===== config.mk =====
export PLATFORM = sky130hd
export DESIGN_NAME = hseq_ccd_sequencer
export DESIGN_NICKNAME = d
export VERILOG_FILES = /design/src/rtl/hseq_pkg.sv /design/src/rtl/hseq_slot_timer.sv /design/src/rtl/hseq_phase_gen.sv /design/src/rtl/hseq_region_tag.sv /design/src/rtl/hseq_ccd_sequencer.sv
export SDC_FILE = /design/constraint.sdc
export NUM_CORES = 1
export LEC_CHECK = 0
export ABC_CLOCK_PERIOD_IN_PS = 6300
export BUFFER_PORTS_ARGS = -buffer_cell sky130_fd_sc_hd__buf_2
export CORE_UTILIZATION = 55
export DETAILED_ROUTE_END_ITERATION = 8
export PLACE_DENSITY = 0.73
export SYNTH_ARGS = -nofsm -noshare
export SYNTH_HDL_FRONTEND = slang
export SYNTH_HIERARCHICAL = 1
export SYNTH_SLANG_ARGS = --single-unit

===== constraint.sdc =====
create_clock -name clk -period 6.3 [get_ports clk]
set_input_delay 0.315 -clock clk [delete_from_list [all_inputs] [get_ports clk]]
set_output_delay 0.315 -clock clk [all_outputs]
set_load 0.1 [all_outputs]

===== src/rtl/hseq_pkg.sv =====
package hseq_pkg;
  // sub-slots per pixel period (master clock is six times the pixel rate)
  localparam int SLOTS = 6;
  localparam int SLOT_W = 3;

  typedef enum logic [2:0] {
    REG_NONE,
    REG_DUMMY,
    REG_BLACK,
    REG_TIMING,
    REG_ACTIVE
  } region_e;
endpackage


===== src/rtl/hseq_slot_timer.sv =====
module hseq_slot_timer
  import hseq_pkg::*;
#(
  parameter int LINE_PIX = 1184,
  localparam int PW = $clog2(LINE_PIX)
) (
  input  logic              clk,
  input  logic              rst,
  input  logic              line_start,
  input  logic              split_req,
  output logic              busy,
  output logic [SLOT_W-1:0] slot,
  output logic [PW-1:0]     pix,
  output logic              split_q
);
  localparam logic [SLOT_W-1:0] LAST_SLOT = SLOT_W'(SLOTS - 1);
  localparam logic [PW-1:0]     LAST_PIX  = PW'(LINE_PIX - 1);

  always_ff @(posedge clk) begin
    if (rst) begin
      busy    <= 1'b0;
      slot    <= '0;
      pix     <= '0;
      split_q <= 1'b0;
    end else if (!busy) begin
      if (line_start) begin
        busy    <= 1'b1;
        slot    <= '0;
        pix     <= '0;
        split_q <= split_req;
      end
    end else if (slot == LAST_SLOT) begin
      slot <= '0;
      if (pix == LAST_PIX) begin
        busy <= 1'b0;
        pix  <= '0;
      end else begin
        pix <= pix + 1'b1;
      end
    end else begin
      slot <= slot + 1'b1;
    end
  end

  assert_slot_range_R3: assert property (@(posedge clk) disable iff (rst)
    busy |-> (slot <= LAST_SLOT && pix <= LAST_PIX));
  assert_start_cause_R11: assert property (@(posedge clk) disable iff (rst)
    $rose(busy) |-> $past(line_start));
  assert_mode_hold_R10: assert property (@(posedge clk) disable iff (rst)
    (busy && $past(busy)) |-> $stable(split_q));
endmodule


===== src/rtl/hseq_phase_gen.sv =====
module hseq_phase_gen
  import hseq_pkg::*;
#(
  parameter int NPH = 3,
  localparam int STEP = SLOTS / NPH,
  localparam int HIGH = SLOTS / 2
) (
  input  logic [SLOT_W-1:0] slot,
  output logic [NPH-1:0]    ph
);
  // phase k is high for HIGH sub-slots starting at STEP*k, wrapping
  always_comb begin
    for (int k = 0; k < NPH; k++) begin
      int d;
      d = (int'(slot) + SLOTS - ((STEP * k) % SLOTS)) % SLOTS;
      ph[k] = (d < HIGH);
    end
  end
endmodule


===== src/rtl/hseq_region_tag.sv =====
module hseq_region_tag
  import hseq_pkg::*;
#(
  parameter int N_DUMMY  = 7,
  parameter int N_BLACK  = 20,
  parameter int N_TIMING = 4,
  parameter int N_ACTIVE = 1024,
  parameter int PW       = 11
) (
  input  logic [PW-1:0] pix,
  input  logic          split,
  output region_e       region,
  output logic          in_xfer
);
  localparam int E_DUM  = N_DUMMY;
  localparam int E_BLK  = E_DUM + N_BLACK;
  localparam int E_TIM  = E_BLK + N_TIMING;
  localparam int E_ACTF = E_TIM + N_ACTIVE;
  localparam int E_ACTH = E_TIM + N_ACTIVE / 2;
  localparam int E_TIM2 = E_ACTF + N_TIMING;
  localparam int E_BLK2 = E_TIM2 + N_BLACK;

  always_comb begin
    in_xfer = split ? (pix < PW'(E_ACTH)) : (pix < PW'(E_BLK2));
    if (!in_xfer)                region = REG_NONE;
    else if (pix < PW'(E_DUM))   region = REG_DUMMY;
    else if (pix < PW'(E_BLK))   region = REG_BLACK;
    else if (pix < PW'(E_TIM))   region = REG_TIMING;
    else if (pix < PW'(E_ACTF))  region = REG_ACTIVE;
    else if (pix < PW'(E_TIM2))  region = REG_TIMING;
    else                         region = REG_BLACK;
  end
endmodule


===== src/rtl/hseq_ccd_sequencer.sv =====
module hseq_ccd_sequencer
  import hseq_pkg::*;
#(
  parameter int N_DUMMY  = 7,
  parameter int N_BLACK  = 20,
  parameter int N_TIMING = 4,
  parameter int N_ACTIVE = 1024,
  parameter int LINE_PIX = 1184,
  localparam int PW = $clog2(LINE_PIX),
  localparam int NPH = 3
) (
  input  logic           clk,
  input  logic           rst,
  input  logic           line_start,
  input  logic           split_mode,
  output logic           xfer,
  output logic [NPH-1:0] ph_l,
  output logic [NPH-1:0] ph_r,
  output logic           sg_l,
  output logic           sg_r,
  output logic           rg_l,
  output logic           rg_r,
  output logic           rgn_dummy,
  output logic           rgn_black,
  output logic           rgn_timing,
  output logic           rgn_active
);
  localparam logic [NPH-1:0] PH_IDLE = NPH'(1);
  localparam int SG_FIRST = SLOTS / 2;

  logic              busy, split_q, in_xfer;
  logic [SLOT_W-1:0] slot;
  logic [PW-1:0]     pix;
  logic [NPH-1:0]    ph_fwd, ph_rev;
  region_e           region;

  hseq_slot_timer #(.LINE_PIX(LINE_PIX)) u_timer (
    .clk(clk), .rst(rst), .line_start(line_start), .split_req(split_mode),
    .busy(busy), .slot(slot), .pix(pix), .split_q(split_q)
  );

  hseq_phase_gen #(.NPH(NPH)) u_phase (.slot(slot), .ph(ph_fwd));

  hseq_region_tag #(
    .N_DUMMY(N_DUMMY), .N_BLACK(N_BLACK), .N_TIMING(N_TIMING),
    .N_ACTIVE(N_ACTIVE), .PW(PW)
  ) u_region (.pix(pix), .split(split_q), .region(region), .in_xfer(in_xfer));

  // right half in split mode shifts the other way: reversed phase order
  for (genvar k = 0; k < NPH; k++) begin : g_rev
    assign ph_rev[k] = ph_fwd[NPH-1-k];
  end

  always_ff @(posedge clk) begin
    if (rst || !(busy && in_xfer)) begin
      xfer       <= 1'b0;
      ph_l       <= PH_IDLE;
      ph_r       <= PH_IDLE;
      sg_l       <= 1'b0;
      sg_r       <= 1'b0;
      rg_l       <= 1'b0;
      rg_r       <= 1'b0;
      rgn_dummy  <= 1'b0;
      rgn_black  <= 1'b0;
      rgn_timing <= 1'b0;
      rgn_active <= 1'b0;
    end else begin
      xfer       <= 1'b1;
      ph_l       <= ph_fwd;
      ph_r       <= split_q ? ph_rev : ph_fwd;
      sg_l       <= (int'(slot) >= SG_FIRST);
      sg_r       <= split_q && (int'(slot) >= SG_FIRST);
      rg_l       <= (slot == '0);
      rg_r       <= split_q && (slot == '0);
      rgn_dummy  <= (region == REG_DUMMY);
      rgn_black  <= (region == REG_BLACK);
      rgn_timing <= (region == REG_TIMING);
      rgn_active <= (region == REG_ACTIVE);
    end
  end

  assert_phase_count_R3: assert property (@(posedge clk) disable iff (rst)
    xfer |-> ($countones(ph_l) >= 1 && $countones(ph_l) <= 2));
  assert_rg_in_xfer_R4: assert property (@(posedge clk) disable iff (rst)
    (rg_l || rg_r) |-> xfer);
  assert_single_right_R5: assert property (@(posedge clk) disable iff (rst)
    (xfer && !split_q) |-> (ph_r == ph_l && !sg_r && !rg_r));
  assert_region_onehot_R8: assert property (@(posedge clk) disable iff (rst)
    xfer |-> ($countones({rgn_dummy, rgn_black, rgn_timing, rgn_active}) == 1));
  assert_idle_flags_R1: assert property (@(posedge clk) disable iff (rst)
    !xfer |-> ($onehot0(ph_l) && !sg_l && !rgn_active && !rgn_dummy));
endmodule


Yosys cells after proc, flatten, opt, wreduce, memory -nomap -nowiden
Index checks and enable logic that the tools add are counted.
- register bits after elaboration: 31
- bits in latches: 0
- memory bits (writable): 0
- ROM bits: 0
- bits of input ports: 4
- output and inout bits: 15
- logic and storage cells: 71
- memories: 0
- add/subtract/negate cells: 5
- multiply operators: 0
- div/mod/pow operators: 3
- magnitude comparators: 11
- equal/unequal tests: 7
- shift-type cells: 0
- muxes and demuxes: 20
- bitwise gates (word level): 1
- reduce and logical (&&, ||, !) cells: 9
- operator list (operator ; number):
    $lt A32 B3 Y1 const B ; 3
    $mod A32 B4 Y32 const B ; 3
    $mux W11 ; 4
    $lt A11 B11 Y1 const B ; 3
    $sub A32 B3 Y32 const B ; 1
    $sub A32 B4 Y32 const B ; 1
    $mux W3 ; 9
    $lt A11 B5 Y1 const B ; 2
    $add A11 B1 Y11 const B ; 1
    $eq A11 B11 Y1 const B ; 1
    $lt A11 B10 Y1 const B ; 1
    $lt A11 B3 Y1 const B ; 1
    $mux W1 ; 7
    $eq A3 B2 Y1 const B ; 2
    $eq A3 B3 Y1 const B ; 2
    $add A3 B3 Y4 const B ; 1
    $reduce_and A2 Y1 ; 2
    $add A3 B1 Y3 const B ; 1
    $eq A3 B1 Y1 const B ; 1
    $ge A3 B2 Y1 const B ; 1
    $logic_and A1 B1 Y1 ; 3
    $logic_not A3 Y1 ; 1
    $ne A2 B2 Y1 const B ; 1
    $reduce_bool A2 Y1 ; 1
    other kinds (3) ; 3

Logic depth before layout (Yosys ltp)
Gate-level depths: netlist of the first run.
- word-level depth: 8
- mapped depth: 31
- gate-level depth less buffers: 27

By module
Netlist of the first run, hierarchy kept.
- by module, submodules not included (module ; instances ; cells each ; area an instance (um2) ; sequential area each (um2)):
    hseq_phase_gen ; 1 ; 319 ; 2262.2 ; 0.0
    hseq_slot_timer ; 1 ; 95 ; 808.3 ; 320.3
    hseq_ccd_sequencer ; 1 ; 35 ; 432.9 ; 280.3
    hseq_region_tag ; 1 ; 23 ; 165.2 ; 0.0

Worst setup path before layout of the first run
No wires, ideal clock.
- kind: reg2reg
- start: reg u_timer.slot[1]
- end: reg ph_l[1]
- setup time: 0.059 ns
- arrival time: 6.015 ns
- required time: 6.241 ns
- setup slack: 0.226 ns
- stages on the path, launching flop included: 28
- buffers on the path: 3
- clock period less this slack: 6.074 ns
- cell sequence: dfxtp_1 buf_4 inv_1 ha_1 and3_1 buf_6 inv_2 ha_1 clkbuf_1 nand4_1 a21oi_1 nor3_1 o2111a_1 or4_4 nand2_1 nor3_4 a31oi_4 nand2_4 nor3_2 nor2_1 ha_1 nor3_1 mux2i_4 a32oi_1 a311oi_1 o221ai_1 o31ai_2 and2_1
- cells in the longest elaborated chain, start to end: 4
- RTL lines (what ; RTL line ; RTL):
    start, declared ; hseq_slot_timer.sv:12 ; output logic [SLOT_W-1:0] slot,
    start signal, assigned ; hseq_slot_timer.sv:41 ; slot <= slot + 1'b1;
    $add A3 B3 Y4 ; hseq_phase_gen.sv:15 ; d = (int'(slot) + SLOTS - ((STEP * k) % SLOTS)) % SLOTS;
    $sub A32 B3 Y32 ; hseq_phase_gen.sv:15 ;
    $mod A32 B4 Y32 ; hseq_phase_gen.sv:15 ;
    $lt A32 B3 Y1 ; hseq_phase_gen.sv:16 ; ph[k] = (d < HIGH);
    named net ph_fwd[1] ; hseq_ccd_sequencer.sv:34 ; logic [NPH-1:0] ph_fwd, ph_rev;
    end signal, assigned ; hseq_ccd_sequencer.sv:69 ; ph_l <= ph_fwd;
    end, declared ; hseq_ccd_sequencer.sv:17 ; output logic [NPH-1:0] ph_l,
The timed path passes the listed nets, and every way through them passes these cells.
A chain may end at the register's enable or synchronous reset.

Worst setup path after layout of the first run
Ends and elaborated chain as after synthesis.

==> impl_metrics.env, run 1 <==
export IMPL_status="complete, no violations"
export IMPL_slew_violations=0
export IMPL_yosysTopAreaCellShare_pct=16.37
export IMPL_antenna_found_initial=0
export IMPL_tightest_slew_ps=1072
export IMPL_start_util_pct=57.45
export IMPL_drive_above_1_share_pct=19.35
export IMPL_die_width_um=83.67
export IMPL_vdd_drop_max_v=0.0001422
export IMPL_yosysWarnings=6
export IMPL_yosys_area_share_simple_pct=31.41
export IMPL_seq_area_frac_synth_pct=16.37
export IMPL_switching_share_pct=35.82
export IMPL_clock_path_buffers=2
export IMPL_clk_pin_slew_ps=70
export IMPL_start_kind="flop"
export IMPL_ys_flop_type="dfxtp_1"
export IMPL_ant_nets=0
export IMPL_vias_per_cell=6.734
export IMPL_skew_ps=7.843
export IMPL_synth_top_cells_by_count="nand2_1 (47), nor2_1 (44), a21oi_1 (30), dfxtp_1 (30)"
export IMPL_cts_buffers=5
export IMPL_cts_setup_buffers=0
export IMPL_finalCritPeriodShare_pct=94.13
export IMPL_nets=513
export IMPL_syn_num_nets=495
export IMPL_cts_root_buf="clkbuf_8"
export IMPL_critPathRequiredTime_ps=6540
export IMPL_seq_area_um2=600.6
export IMPL_yosys_register_bits=30
export IMPL_crit_slowest_cell="or4_1"
export IMPL_worstSetupEndpointType="flop"
export IMPL_cp_max_fo=14
export IMPL_drc=0
export IMPL_synth_compound_area_share_pct=32.98
export IMPL_p_int_uw=340.1
export IMPL_core_um2=6386
export IMPL_p_seq_share_pct=37.2
export IMPL_clock_sinks=30
export IMPL_dp_cells=560
export IMPL_yosysMostFrequentCell="nand2_1"
export IMPL_syn_to_final_growth_pct=7.299
export IMPL_postCtsHoldBufs=0
export IMPL_synth_top_family_by_area="compound AO/OA/AOI/OAI gates"
export IMPL_power_frac_comb_pct=31.8
export IMPL_die_h_um=83.67
export IMPL_synth_area_um2=3669
export IMPL_path_common_cell="ha_1"
export IMPL_clk_latency_ps=290
export IMPL_path_cells="inv_1 > ha_1 > ha_2 > a31oi_1 > o21a_1 > or4_1 > o311ai_4 > o2111ai_1 > o21ai_1 > o211ai_4 > a32o_1 > or3_4 > nand2_4 > o21a_2 > nor2_1 > ha_1 > nor3_2 > mux2i_4 > a32oi_1 > a311oi_1 > o221ai_1 > o31ai_2 > and2_1"
export IMPL_fin_tns_setup_ps=0
export IMPL_hp_class="in -> reg"
export IMPL_async_flop_share_pct=0
export IMPL_grt_first_pass_wirelength_mm=15.59
export IMPL_power_net_switching_uw=189.8
export IMPL_arrival_ps=6170
export IMPL_critical_path_class="reg -> reg"
export IMPL_grt_overflow_total=0
export IMPL_power_leakage_uw=0.001532
export IMPL_drv_cap=0
export IMPL_vias=3825
export IMPL_clock_power_share_pct=31.0
export IMPL_min_period_ps=5930
export IMPL_setup_viol=0
export IMPL_synthTopCellsByArea="dfxtp_1 (16%), ha_1 (6.5%), nand2_1 (4.8%)"
export IMPL_drtIter0Drc=301
export IMPL_routed_wl_mm=9.355
export IMPL_grt_total_usage_pct=26.28
export IMPL_cts_htree_levels=2
export IMPL_synth_cell_type_count=108
export IMPL_syn_inst=472
export IMPL_grt_max_degree=24
export IMPL_gp_congestion=0.9564
export IMPL_placementRows=29
export IMPL_power_density_nw_per_um2=134.6
export IMPL_first_pass_iters=6
export IMPL_nFillCells=580
export IMPL_grt_pass1_vias=3432
export IMPL_critPathMaxStageDelay_ps=590
export IMPL_cts_repair_resized=0
export IMPL_synth_adder_area_share_pct=6.480
export IMPL_cts_tree="done"
export IMPL_synth_edf_count=0
export IMPL_final_hold_violation_count=0
export IMPL_hpwl_mm=6.957
export IMPL_dieArea_um2=7001
export IMPL_num_io_pins=19
export IMPL_detail_route_wl_per_cell_um=16.47
export IMPL_synth_xor_area_share_pct=4.468
export IMPL_place_port_buffers=18
export IMPL_relSlewSlack_pct=28.02
export IMPL_antenna_cells=0
export IMPL_fmax_ghz=0.1686
export IMPL_multiInputGateArea_um2=2919
export IMPL_final_cells=568
export IMPL_rsz0062_at_grt="false"
export IMPL_muxShareOfSynthArea_pct=3.342
export IMPL_syn_area_per_cell_um2=7.772
export IMPL_synth_area_leader_cell="dfxtp_1"
cell usage in the layout (no fill, tap or decap), types with 6 or more instances in the layout:
| cell | Yosys | layout |
|---|---|---|
| nand2b_1 | 11 | 11 |
| dfxtp_1 | 30 | 30 |
| nand2_1 | 47 | 46 |
| clkbuf_8 | 0 | 6 |
| a31oi_1 | 14 | 13 |
| xor2_1 | 7 | 7 |
| and2_1 | 10 | 10 |
| nand3_1 | 19 | 19 |
| a21oi_1 | 30 | 28 |
| ha_1 | 19 | 18 |
| inv_1 | 11 | 11 |
| nor2_1 | 44 | 44 |
| xnor2_1 | 8 | 8 |
| nor3_1 | 12 | 11 |
| buf_2 | 4 | 18 |
| mux2i_1 | 10 | 9 |
| a211oi_1 | 6 | 6 |
| buf_4 | 3 | 11 |
| o21ai_0 | 17 | 17 |
| and3_1 | 7 | 7 |
logic make-up (layout without fill, tap and decap cells):
| kind of cell | count (synthesis) | after routing |
|---|---|---|
| mux | 11 | 11 |
| simple gates | 206 | 206 |
| flops | 30 | 30 |
| buf+inv | 32 | 51 |
| compound gates | 157 | 157 |
| fa+ha+maj | 19 | 19 |
| xor+xnor | 17 | 17 |
power by group through the flow:
stage                     clock network, uW  logic [uW]  registers, uW
after floorplan                           0         115            222
after global placement                    0         161            201
after detailed placement                  0         163            201
after CTS                               167         164            197
after global routing                    177         182            197
final                                   164         169            197
metal layers:
metal / part of all wire, % / track usage, % / vias up
met2: 46 / 42.50 / 159
met4: 2.0 / 7.550 / 0
li1: - / - / 1850
met1: 46 / 35.96 / 1785
met3: 5.9 / 4.352 / 31
met5: 0 / 0 / -
critical path, delay by kind of cell (launching register included):
| family | cells | cell delay, ps |
|---|---|---|
| muxes | 1 | 310 |
| buffers and inverters | 1 | 90 |
| and+or+nand+nor | 6 | 1720 |
| AOI/OAI and AO/OA | 12 | 2390 |
| DFF | 1 | 440 |
| adders and majority gates | 3 | 950 |
flip-flops by register name, indices dropped and copies added, names as in the netlist:
name and flops:
u_timer/pix 11, sg_l 1, ph_r 2, rgn_black 1, sg_r 1, rgn_active 1, rgn_timing 1, u_timer/slot 3
ph_l 3, u_timer/busy 1, rg_l 1, rgn_dummy 1, rg_r 1, u_timer/split_q 1, xfer 1
per-stage QoR:
stage	instance area, um2	total power, uW	hold slack, ps	worst slack, ps	utilization (%)
global placement	3809	361.8	549.6	442.8	59.64
detailed placement	3809	364.5	548.8	154.0	59.64
floorplan	3669	336.3	462.2	225.9	-
finish	3936	529.9	275.8	369.8	61.64
CTS	3904	527.8	274.4	130.0	61.13
global route	3936	556.6	322.8	12.55	61.64
worst paths after layout:
kind	from	endpoint	slack, ps	cells after the start
setup / recovery	u_timer/slot[1]	ph_l[1]	370	23
hold / removal	split_mode	u_timer/split_q	280	3
setup reg to reg	u_timer/slot[1]	ph_l[1]	370	23
hold reg to reg	u_timer/pix[8]	u_timer/pix[8]	570	1
final cells by class:
class                           instances  share of cell area [%]
Tap cell                               77                   2.448
Inverter                               14                   1.335
Sequential cell                        30                   15.26
Timing Repair Buffer                   29                   4.387
Clock buffer                            6                   2.098
Clock inverter                          2                  0.3179
Multi-Input combinational cell        410                   74.16
Power figures use the tool's default switching activity.
==> run 2, diff against run 1 <==
--- a/config.mk
+++ b/config.mk
@@ -10,6 +10,7 @@
 export CORE_UTILIZATION = 55
 export DETAILED_ROUTE_END_ITERATION = 8
 export PLACE_DENSITY = 0.73
+export RECOVER_POWER = 25
 export SYNTH_ARGS = -nofsm -noshare
 export SYNTH_HDL_FRONTEND = slang
 export SYNTH_HIERARCHICAL = 1
==> run 2 against run 1 <==
  * Cell count unchanged
  * Clock skew decreased by 1.0 ps
  * Sequential share of layout area about the same
  * Wire length increased by 0.50%
  * Core utilization decreased by 0.20 points
  * Power about the same
==> impl_metrics.env, run 2 (synthesized netlist as in run 1, its figures left out) <==
export IMPL_power_density_nw_per_um2=135.1
export IMPL_detail_route_wl_per_cell_um=16.55
export IMPL_cts_root_buf="clkbuf_8"
export IMPL_hold_ws_ps=275.5
export IMPL_status="complete, no violations"
export IMPL_p_total_uw=530.0
export IMPL_ant_nets=0
export IMPL_cts_repair_resized=0
export IMPL_grt_first_pass_wirelength_mm=15.59
export IMPL_clk_pin_slew_ps=70
export IMPL_fin_tns_setup_ps=0
export IMPL_cts_setup_buffers=0
export IMPL_rrSetupSlack_ps=370
export IMPL_postCtsHoldBufs=0
export IMPL_placementRows=29
export IMPL_cts_htree_levels=2
export IMPL_grt_total_usage_pct=26.28
export IMPL_finalCritPeriodShare_pct=94.17
export IMPL_rr_worst_depth=23
export IMPL_rr_startpoint="u_timer/slot[1]"
export IMPL_power_leakage_uw=0.001505
export IMPL_top_regs="u_timer/pix: 11 flops, ph_l: 3 flops, u_timer/slot: 3 flops"
export IMPL_hp_class="in -> reg"
export IMPL_critical_path_class="reg -> reg"
export IMPL_skew_ps=6.794
export IMPL_dieArea_um2=7001
export IMPL_clk_latency_ps=290
export IMPL_arrival_ps=6170
export IMPL_largest_register_ffs=11
export IMPL_antenna_found_initial=0
export IMPL_die_width_um=83.67
export IMPL_rsz0062_at_grt="false"
export IMPL_vdd_drop_max_v=0.0001417
export IMPL_cts_buffers=5
export IMPL_nets=513
export IMPL_relSlewSlack_pct=21.80
export IMPL_gp_congestion=0.9564
export IMPL_grt_max_degree=24
export IMPL_final_hold_violation_count=0
export IMPL_start_util_pct=57.45
export IMPL_vias_per_cell=6.646
export IMPL_place_port_buffers=18
export IMPL_routed_wl_mm=9.402
export IMPL_cts_tree="done"
export IMPL_drive_above_1_share_pct=17.72
export IMPL_clock_sinks=30
export IMPL_setup_viol=0
export IMPL_num_io_pins=19
export IMPL_antenna_cells=0
export IMPL_setup_worst_path_start="u_timer/slot[1]"
export IMPL_grt_overflow_total=0
export IMPL_syn_to_final_growth_pct=6.958
export IMPL_worstSetupEndpointType="flop"
export IMPL_rr_endpoint="ph_l[1]"
export IMPL_layout_common_cells="nand2_1 (46), nor2_1 (44), dfxtp_1 (30)"
export IMPL_clock_path_buffers=2
export IMPL_drtIter0Drc=321
export IMPL_cp_max_fo=14
export IMPL_drv_cap=0
export IMPL_grt_pass1_vias=3432
export IMPL_die_h_um=83.67
export IMPL_min_period_ps=5932
export IMPL_start_kind="flop"
export IMPL_drc=0
export IMPL_regMostFlops="u_timer/pix"
export IMPL_fmax_ghz=0.1686
export IMPL_core_um2=6386
export IMPL_tightest_slew_ps=1178
export IMPL_endpoint="ph_l[1]"
export IMPL_first_pass_iters=5
export IMPL_final_common_cell="nand2_1"
export IMPL_hpwl_mm=6.957
export IMPL_slew_violations=0
export IMPL_critPathRequiredTime_ps=6540
export IMPL_vias=3775
==> run 2: cell types whose count changed in the layout (fill, tap and decap cells not counted) <==
cell      previous run  this run
clkbuf_1             0         8
buf_4               11        10
buf_2               18        11
==> run 2: per-stage QoR <==
step | cell area [um2] | util (%) | setup WS (ps) | instances
after floorplan | 3669 | - | 225.9 | 472
after global placement | 3809 | 59.64 | 442.8 | 560
after detailed placement | 3809 | 59.64 | 154.0 | 560
after CTS | 3904 | 61.13 | 130.0 | 568
after global routing | 3924 | 61.44 | 12.55 | 568
final | 3924 | 61.44 | 367.5 | 568
==> run 2: critical path, stage by stage, from the launching register on <==
cell and delay [ps]:
dfxtp_1 440, inv_1 90, ha_1 240, ha_2 470
a31oi_1 150, o21a_1 220, or4_1 590, o311ai_4 130
o2111ai_1 250, o21ai_1 230, o211ai_4 180, a32o_1 260
or3_4 440, nand2_4 110, o21a_2 230, nor2_1 100
ha_1 240, nor3_2 340, mux2i_4 310, a32oi_1 120
a311oi_1 240, o221ai_1 190, o31ai_2 190, and2_1 140
==> run 2: worst min-delay path by stage <==
stage	start	endpoint	slack (ps)	depth (start not counted)
after floorplan	split_mode	u_timer/split_q	460	2
after global placement	u_timer/pix[8]	u_timer/pix[8]	550	1
after detailed placement	u_timer/pix[8]	u_timer/pix[8]	550	1
after CTS	split_mode	u_timer/split_q	270	3
after global routing	split_mode	u_timer/split_q	320	3
final	split_mode	u_timer/split_q	280	3
==> run 2: layout make-up <==
type / count / area (um2)
multi-input cells: 410 / 2919
fillers: 585 / 2462
flip-flops and latches: 30 / 600.6
repair buffers: 29 / 160.2
well taps: 77 / 96.34
clock buffers: 6 / 82.58
inverters: 14 / 52.55
clock inverters: 2 / 12.51
==> run 2: power breakdown <==
group,switching [uW],internal (uW),leakage (uW)
Sequential,3.14,194,0.000243
Combinational,110,57.9,0.00121
Clock,77.5,87.7,0.0000472
Total,191,339,0.00150
==> run 2: per-layer routing <==
layer  wire, um  global-route usage [%]
met1       4387                   35.96
met2       4355                   42.50
met3        470                   4.352
met4        189                   7.550
met5          0                       0
